--- config.mk ---
export PLATFORM = sky130hd
export DESIGN_NAME = sram_mux_seq
export DESIGN_NICKNAME = d
export VERILOG_FILES = /design/src/rtl/sram_seq_pkg.sv /design/src/rtl/sram_page_track.sv /design/src/rtl/sram_seq_fsm.sv /design/src/rtl/sram_mux_seq.sv
export SDC_FILE = /design/constraint.sdc
export NUM_CORES = 1
export LEC_CHECK = 0
export BUFFER_PORTS_ARGS = -buffer_cell sky130_fd_sc_hd__buf_2
export CAP_MARGIN = 0
export CELL_PAD_IN_SITES_DETAIL_PLACEMENT = 0
export CELL_PAD_IN_SITES_GLOBAL_PLACEMENT = 1
export CORE_ASPECT_RATIO = 1.5
export CORE_MARGIN = 1
export CORE_UTILIZATION = 43
export DETAILED_ROUTE_END_ITERATION = 8
export PLACE_DENSITY_LB_ADDON = 0.15
export REMOVE_ABC_BUFFERS = 1
export SYNTH_ARGS = -nofsm -noshare
export SYNTH_HDL_FRONTEND = slang
export SYNTH_SLANG_ARGS = --single-unit
export TNS_END_PERCENT = 1
--- constraint.sdc ---
create_clock -name clk -period 2.9 [get_ports clk]
set_input_delay 0.29 -clock clk [delete_from_list [all_inputs] [get_ports clk]]
set_output_delay 0.29 -clock clk [all_outputs]
set_load 0.005 [all_outputs]
--- src/rtl/sram_seq_pkg.sv ---
package sram_seq_pkg;
    typedef enum logic [2:0] {
        S_IDLE,
        S_LATCH,
        S_RD,
        S_OEOFF,
        S_SETUP,
        S_WPULSE,
        S_WHOLD,
        S_FINISH
    } seq_state_t;
endpackage

--- src/rtl/sram_page_track.sv ---
module sram_page_track #(
    parameter int PAGE_W = 8
) (
    input  logic              clk,
    input  logic              rst_n,
    input  logic              load,
    input  logic [PAGE_W-1:0] load_page,
    input  logic [PAGE_W-1:0] probe_page,
    output logic              hit
);
    logic              valid_q;
    logic [PAGE_W-1:0] page_q;

    always_ff @(posedge clk or negedge rst_n) begin
        if (!rst_n) begin
            valid_q <= 1'b0;
            page_q  <= '0;
        end else if (load) begin
            valid_q <= 1'b1;
            page_q  <= load_page;
        end
    end

    assign hit = valid_q && (page_q == probe_page);
endmodule

--- src/rtl/sram_seq_fsm.sv ---
module sram_seq_fsm
    import sram_seq_pkg::*;
#(
    parameter int LO_W   = 8,
    parameter int PAGE_W = 8,
    parameter int DATA_W = 8
) (
    input  logic                   clk,
    input  logic                   rst_n,
    input  logic                   req,
    input  logic                   we,
    input  logic [PAGE_W+LO_W:0]   addr,
    input  logic [DATA_W-1:0]      wdata,
    input  logic                   page_hit,
    input  logic [DATA_W-1:0]      dq_in,
    output logic                   latch_load,
    output logic [PAGE_W-1:0]      latch_page,
    output logic [LO_W-1:0]        port,
    output logic                   page_le,
    output logic                   bank,
    output logic                   we_n,
    output logic                   oe_n,
    output logic [DATA_W-1:0]      dq_out,
    output logic                   dq_oe,
    output logic [DATA_W-1:0]      rdata,
    output logic                   done
);
    localparam int BANK_BIT = PAGE_W + LO_W;

    seq_state_t        state, nxt;
    logic [LO_W-1:0]   lo_q;
    logic [PAGE_W-1:0] hi_q;
    logic              bank_q;
    logic              we_q;
    logic [DATA_W-1:0] wd_q;
    logic [DATA_W-1:0] rd_q;

    wire accept = (state == S_IDLE) && req;

    // state register and request capture
    always_ff @(posedge clk or negedge rst_n) begin
        if (!rst_n) begin
            state  <= S_IDLE;
            lo_q   <= '0;
            hi_q   <= '0;
            bank_q <= 1'b0;
            we_q   <= 1'b0;
            wd_q   <= '0;
            rd_q   <= '0;
        end else begin
            state <= nxt;
            if (accept) begin
                lo_q   <= addr[LO_W-1:0];
                hi_q   <= addr[LO_W +: PAGE_W];
                bank_q <= addr[BANK_BIT];
                we_q   <= we;
                wd_q   <= wdata;
            end
            if (state == S_RD) begin
                rd_q <= dq_in;
            end
        end
    end

    // next-state logic
    always_comb begin
        nxt = state;
        unique case (state)
            S_IDLE: begin
                if (req) begin
                    if (!page_hit) nxt = S_LATCH;
                    else if (we)   nxt = S_OEOFF;
                    else           nxt = S_RD;
                end
            end
            S_LATCH:  nxt = we_q ? S_OEOFF : S_RD;
            S_RD:     nxt = S_FINISH;
            S_OEOFF:  nxt = S_SETUP;
            S_SETUP:  nxt = S_WPULSE;
            S_WPULSE: nxt = S_WHOLD;
            S_WHOLD:  nxt = S_FINISH;
            S_FINISH: nxt = S_IDLE;
            default:  nxt = S_IDLE;
        endcase
    end

    // outputs decoded from state
    always_comb begin
        page_le    = 1'b0;
        latch_load = 1'b0;
        we_n       = 1'b1;
        oe_n       = 1'b0;
        dq_oe      = 1'b0;
        done       = 1'b0;
        port       = lo_q;
        unique case (state)
            S_LATCH: begin
                page_le    = 1'b1;
                latch_load = 1'b1;
                port       = hi_q;
            end
            S_OEOFF: oe_n = 1'b1;
            S_SETUP, S_WHOLD: begin
                oe_n  = 1'b1;
                dq_oe = 1'b1;
            end
            S_WPULSE: begin
                oe_n  = 1'b1;
                dq_oe = 1'b1;
                we_n  = 1'b0;
            end
            S_FINISH: done = 1'b1;
            default: ;
        endcase
    end

    assign latch_page = hi_q;
    assign bank       = bank_q;
    assign dq_out     = wd_q;
    assign rdata      = rd_q;
endmodule

--- src/rtl/sram_mux_seq.sv ---
module sram_mux_seq #(
    parameter int LO_W   = 8,
    parameter int PAGE_W = 8,
    parameter int DATA_W = 8
) (
    input  logic                 clk,
    input  logic                 rst_n,
    input  logic                 req,
    input  logic                 we,
    input  logic [PAGE_W+LO_W:0] addr,
    input  logic [DATA_W-1:0]    wdata,
    output logic [DATA_W-1:0]    rdata,
    output logic                 done,
    output logic [LO_W-1:0]      mem_port,
    output logic                 page_le,
    output logic                 bank,
    output logic                 we_n,
    output logic                 oe_n,
    output logic [DATA_W-1:0]    dq_out,
    output logic                 dq_oe,
    input  logic [DATA_W-1:0]    dq_in
);
    logic              page_hit;
    logic              latch_load;
    logic [PAGE_W-1:0] latch_page;

    sram_page_track #(.PAGE_W(PAGE_W)) u_track (
        .clk        (clk),
        .rst_n      (rst_n),
        .load       (latch_load),
        .load_page  (latch_page),
        .probe_page (addr[LO_W +: PAGE_W]),
        .hit        (page_hit)
    );

    sram_seq_fsm #(.LO_W(LO_W), .PAGE_W(PAGE_W), .DATA_W(DATA_W)) u_fsm (
        .clk        (clk),
        .rst_n      (rst_n),
        .req        (req),
        .we         (we),
        .addr       (addr),
        .wdata      (wdata),
        .page_hit   (page_hit),
        .dq_in      (dq_in),
        .latch_load (latch_load),
        .latch_page (latch_page),
        .port       (mem_port),
        .page_le    (page_le),
        .bank       (bank),
        .we_n       (we_n),
        .oe_n       (oe_n),
        .dq_out     (dq_out),
        .dq_oe      (dq_oe),
        .rdata      (rdata),
        .done       (done)
    );
endmodule

# == After elaboration in Yosys (flattened, before gate mapping) ==
# Cells that the tools add are included.
# classes
eq_ne,9
n_mux,11
n_reduce_logical,6
# ops
operator,n
one-hot mux 3 bit (7 select lines),1
"equality test 3 bit, second input constant",4
equality test 8 bit,1
2-to-1 mux 8 bit,1
2-to-1 mux 1 bit,7
"equality test 3 x 2 -> 1 bit, second input constant",2
2-to-1 mux 3 bit,2
OR reduction 4 bit,1
"equality test 3 x 1 -> 1 bit, second input constant",1
logical NOT 3 bit,1
OR reduction 3 bit,1
logical AND 1 bit,2
"!= test 2 bit, second input constant",1
OR reduction 2 bit,1
# totals
reg_bits,46
in_bits,37
output_inout_bits,30
wordCells,35

# == Depth between registers and ports, before layout ==
# logic_depth
depth_word,5
depth_mapped,6
ltp_nobuf,4

# == Cells and area by module ==
# A second synthesis with hierarchy kept.
# hier_totals
cells_unflattened,134
area_unflattened_um2,2113.3
# by_module_without_submodules
module,instances,cells_each,area_per_inst_um2,seq_area_each_um2
sram_seq_fsm,1,103,1655.3,925.9
sram_page_track,1,31,457.9,225.2

# == Least setup slack after synthesis ==
# Ideal clock, no wire load.
# synth_timing
kind,reg-to-output
from,register u_fsm.state[1]
to,output mem_port[0]
t_arrival_ns,1.437
t_required_ns,2.610
slack_ns,1.173
path_stages_with_launch,7
path_buffers,3
cell_sequence,dfrtp_1 > buf_4 > nor2_1 > and2_1 > buf_4 > buf_4 > mux2_2
# synth_between
elab_chain_cells,2
# synth_lines
item,line,source
from (decl),sram_seq_fsm.sv:30,"seq_state_t state, nxt;"
from (signal assigned),sram_seq_fsm.sv:51,state <= nxt;
equality test 3 x 1 -> 1 bit,sram_seq_fsm.sv:96,unique case (state)
2-to-1 mux 8 bit,sram_seq_fsm.sv:96,
to (decl),sram_mux_seq.sv:14,"output logic [LO_W-1:0] mem_port,"
# Every way passes these cells.

# == Worst setup path in the final report ==
# layout_timing
from,register u_fsm.state[2]
to,output mem_port[4]
# Same word-level chain as after synthesis.

==> flow_summary_export.csv <==
group,metric,value,unit
status,outcome,"finished, violations left",
status,violations,"DRC",
setup_path,startpoint,"u_fsm.state[2]$_DFFE_PN0P_",
synthesis,synth_area,2010,µm²
grt,overflow,0,
run,drv_cap,0,
synthesis,ys_warn_count,0,
power,pwr-share-comb,37.0,%
floorplanning,row_count,30,
placed_design,detailed_place_hpwl,2590,µm
floorplanning,initial_utilization,44.6,%
power,power.share.switching,30.2,%
floorplanning,die_area,4950,µm²
setup_path,rr_worst_depth,4,
finish,multi_input_area,792,µm²
placed_design,port_buffers,66,
clock_tree,cts_inserted_buffers,5,
routing,drc,5,
setup_path,timing.rr.start,"u_fsm.state[2]$_DFFE_PN0P_",
grt,first_global_vias,1368,
routing,drt_iter0_markers,21,
finish,area_delta_synth_final,21.9,%
floorplanning,pin_count,67,
timing,min_period_over_period,84.4,%
grt,grt_max_degree,47,
power,power.density,1020,nW/µm²
timing,clock_skew,0.00550,ns
routing,wirelength,3530,µm
timing,relSlewSlack,34.1,%
setup_path,worstSetupPathDepth,4,
clock_tree,root_buffer,"clkbuf_8",
finish,drive_above_1_share,62.7,%
finish,diodes,0,
setup_path,slowest_delay,0.61,ns
placed_design,place_inst,244,
clock_tree,cts.sinks,46,
setup_path,endpoint,"mem_port[4]",
routing,drt_first_pass_iters,6,
routing,via_per_inst,5.08,
routing,wl_per_cell,14.0,µm
synthesis,ys_types,21,
timing,finalSetupTns,0,ns
power,clkPwrFrac,15.3,%
finish,final_area,2450,µm²
placed_design,gp_congestion,0.881,
setup_path,end_kind,"output port",
finish,regArea,1150,µm²
setup_path,start_kind,"register",
setup_path,crit_chain,"nor2_1 -> and2_1 -> mux2_2 -> buf_2",
floorplanning,die_h,85.7,µm
setup_path,slowest_stage,"and2_1",
timing,max_clock_freq,409,MHz
synthesis,ys_ff_latch,46,
worst_hold_path,hold_path_class,"in2async",
clock_tree,post-cts-setup-buffers,0,
synthesis,synth_seq_area_share,57.4,%
power,power_frac_seq,47.6,%
power,p_sw,0.000758,W
power,p_int,0.00175,W
timing,rsz0062_at_grt,"false",
synthesis,synth_area_per_cell,15.0,µm²
routing,final_antenna_net_count,0,
clock_tree,clock_latency,0.29,ns
finish,nets,240,
timing,fin_hold_ws,0.158,ns
grt,grt_first_pass_wirelength,6000,µm
clock_tree,cts_tree,"done",
setup_path,crit_arrival,2.16,ns
clock_tree,cts-hold-fix-buffers,0,
synthesis,syn-instance-count,134,
setup_path,path_buf_inv,1,
grt,antenna_found_initial,0,
power,peakVddDrop,0.465,mV
finish,final_cells,252,
grt,groute.usage.overall,15.9,%
clock_tree,clockBufferDepth,2,
setup_path,crit_family,"simple AND/OR/NAND/NOR gates",
clock_tree,h-tree-depth,2,
setup_path,r2r-end,"u_track.page_q[7]$_DFFE_PN0P_",
clock_tree,path_clk_slew,0.08,ns
floorplanning,design.core.area,4500,µm²
placed_design,dpl-instance-area,2360,µm²
timing,final-setup-viol-count,0,
setup_path,reg2reg_slack,0.87,ns
routing,via_count,1281,
timing,period_minus_slack,2.45,ns
clock_tree,cts_resized,0,
timing,hold_viol_final,0,
setup_path,cp.required,2.61,ns
power,p_leak,1.15,nW
timing,slew_violations,0,
setup_path,worstSetupPathType,"reg2out",
floorplanning,die_w,57.8,µm
setup_path,crit_fanout,15,
timing,worst_slew_pin_slew,0.988,ns
finish,final.fill_count,404,
==> registers in the layout, indices dropped and copies added (netlist names) <==
name and cells:
u_track.page_q 8, u_fsm.lo_q 8, u_fsm.latch_page 8, u_fsm.rdata 8
u_fsm.we_q 1, u_track.valid_q 1, u_fsm.dq_out 8, u_fsm.bank 1
u_fsm.state 3
==> cell usage after synthesis, drive strengths merged <==
library cell  instances  area [µm²]
and2                  2        12.5
and3                  1        6.26
buf                   7        63.8
dfrtp                46        1150
mux2                 50         563
nand2                 1        3.75
nand3                 1        5.00
nand3b                1        7.51
nand4                 1        6.26
nor2                  3        11.3
nor3                  3        15.0
nor3b                 1        12.5
nor4b                 2        32.5
o21a                  1        7.51
o21ai                 3        15.0
or2                   1        6.26
xnor2                 2        17.5
xor2                  8        70.1
==> logic make-up (layout without fill, tap and decap cells) <==
kind of cell           Yosys count  after routing  synth area share [%]
AND/OR/NAND/NOR                 17             17                  5.92
buffers and inverters            7             77                  3.18
AO/OA/AOI/OAI                    4              4                  1.12
multiplexers                    50             50                  28.1
flip-flops                      46             46                  57.4
XOR/XNOR                        10             10                  4.36
==> layer usage <==
layer	routed length, µm	GRT usage, %	vias to the layer above	share of wire (%)
met5	0	0	-	0
met4	44	5.19	0	1.2
met3	199	3.77	5	5.6
met2	1850	29.0	45	52
met1	1430	17.9	627	41
li1	-	-	604	-
==> metrics by stage <==
step / setup WS [ns] / utilization, % / total power, W
2_1_floorplan: 0.868 / - / 0.00175
5_1_grt: 0.289 / 54.3 / 0.00271
6_report: 0.453 / 54.3 / 0.00251
3_3_place_gp: 0.824 / 52.3 / 0.00210
3_5_place_dp: 0.751 / 52.3 / 0.00216
4_1_cts: 0.416 / 54.3 / 0.00255
==> final cells by class <==
class,instances,area share (%)
clock buffers,7,3.53
well taps,48,2.45
flip-flops and latches,46,47.0
multi-input cells,81,32.4
clock inverters,1,0.204
repair buffers,69,14.4
==> power by group through the flow <==
stage | sequential, W | clock [W] | combinational (W)
global route | 0.00125 | 0.000426 | 0.00103
detailed placement | 0.00121 | 0 | 0.000948
global placement | 0.00118 | 0 | 0.000917
floorplan | 0.00117 | 0 | 0.000584
finish | 0.00119 | 0.000385 | 0.000929
CTS | 0.00120 | 0.000404 | 0.000950
==> worst min path at each step <==
| stage | cells past startpoint | endpoint | slack (ns) | from |
|---|---|---|---|---|
| after floorplan | 0 | u_fsm.bank$_DFFE_PN0P_ | -0.006 | rst_n |
| after global placement | 1 | u_track.valid_q$_DFFE_PN0P_ | 0.46 | u_track.valid_q$_DFFE_PN0P_ |
| after detailed placement | 1 | u_track.valid_q$_DFFE_PN0P_ | 0.45 | u_track.valid_q$_DFFE_PN0P_ |
| after CTS | 1 | u_fsm.rdata[2]$_DFFE_PN0P_ | 0.20 | rst_n |
| after global routing | 2 | u_fsm.lo_q[0]$_DFFE_PN0P_ | 0.21 | addr[0] |
| final | 1 | u_fsm.rdata[6]$_DFFE_PN0P_ | 0.16 | rst_n |
==> layout by cell type (no fill, tap or decap) <==
cell      Yosys  final
buf_4         4      3
nor2_1        3      3
nor4b_1       1      1
clkbuf_1      0      1
and3_1        1      1
and2_1        2      2
o21a_1        1      1
nand2_1       1      1
nor3_1        3      3
or2_2         1      1
nand4_1       1      1
xnor2_1       2      2
nor3b_2       1      1
o21ai_0       3      3
clkbuf_8      0      6
nand3_1       1      1
clkinv_2      0      1
dfrtp_1      46     46
nand3b_1      1      1
buf_2         0     66
nor4b_4       1      1
mux2_2       49     49
xor2_1        8      8
mux2_1        1      1
Note: power is estimated with default switching activity, not from simulation.
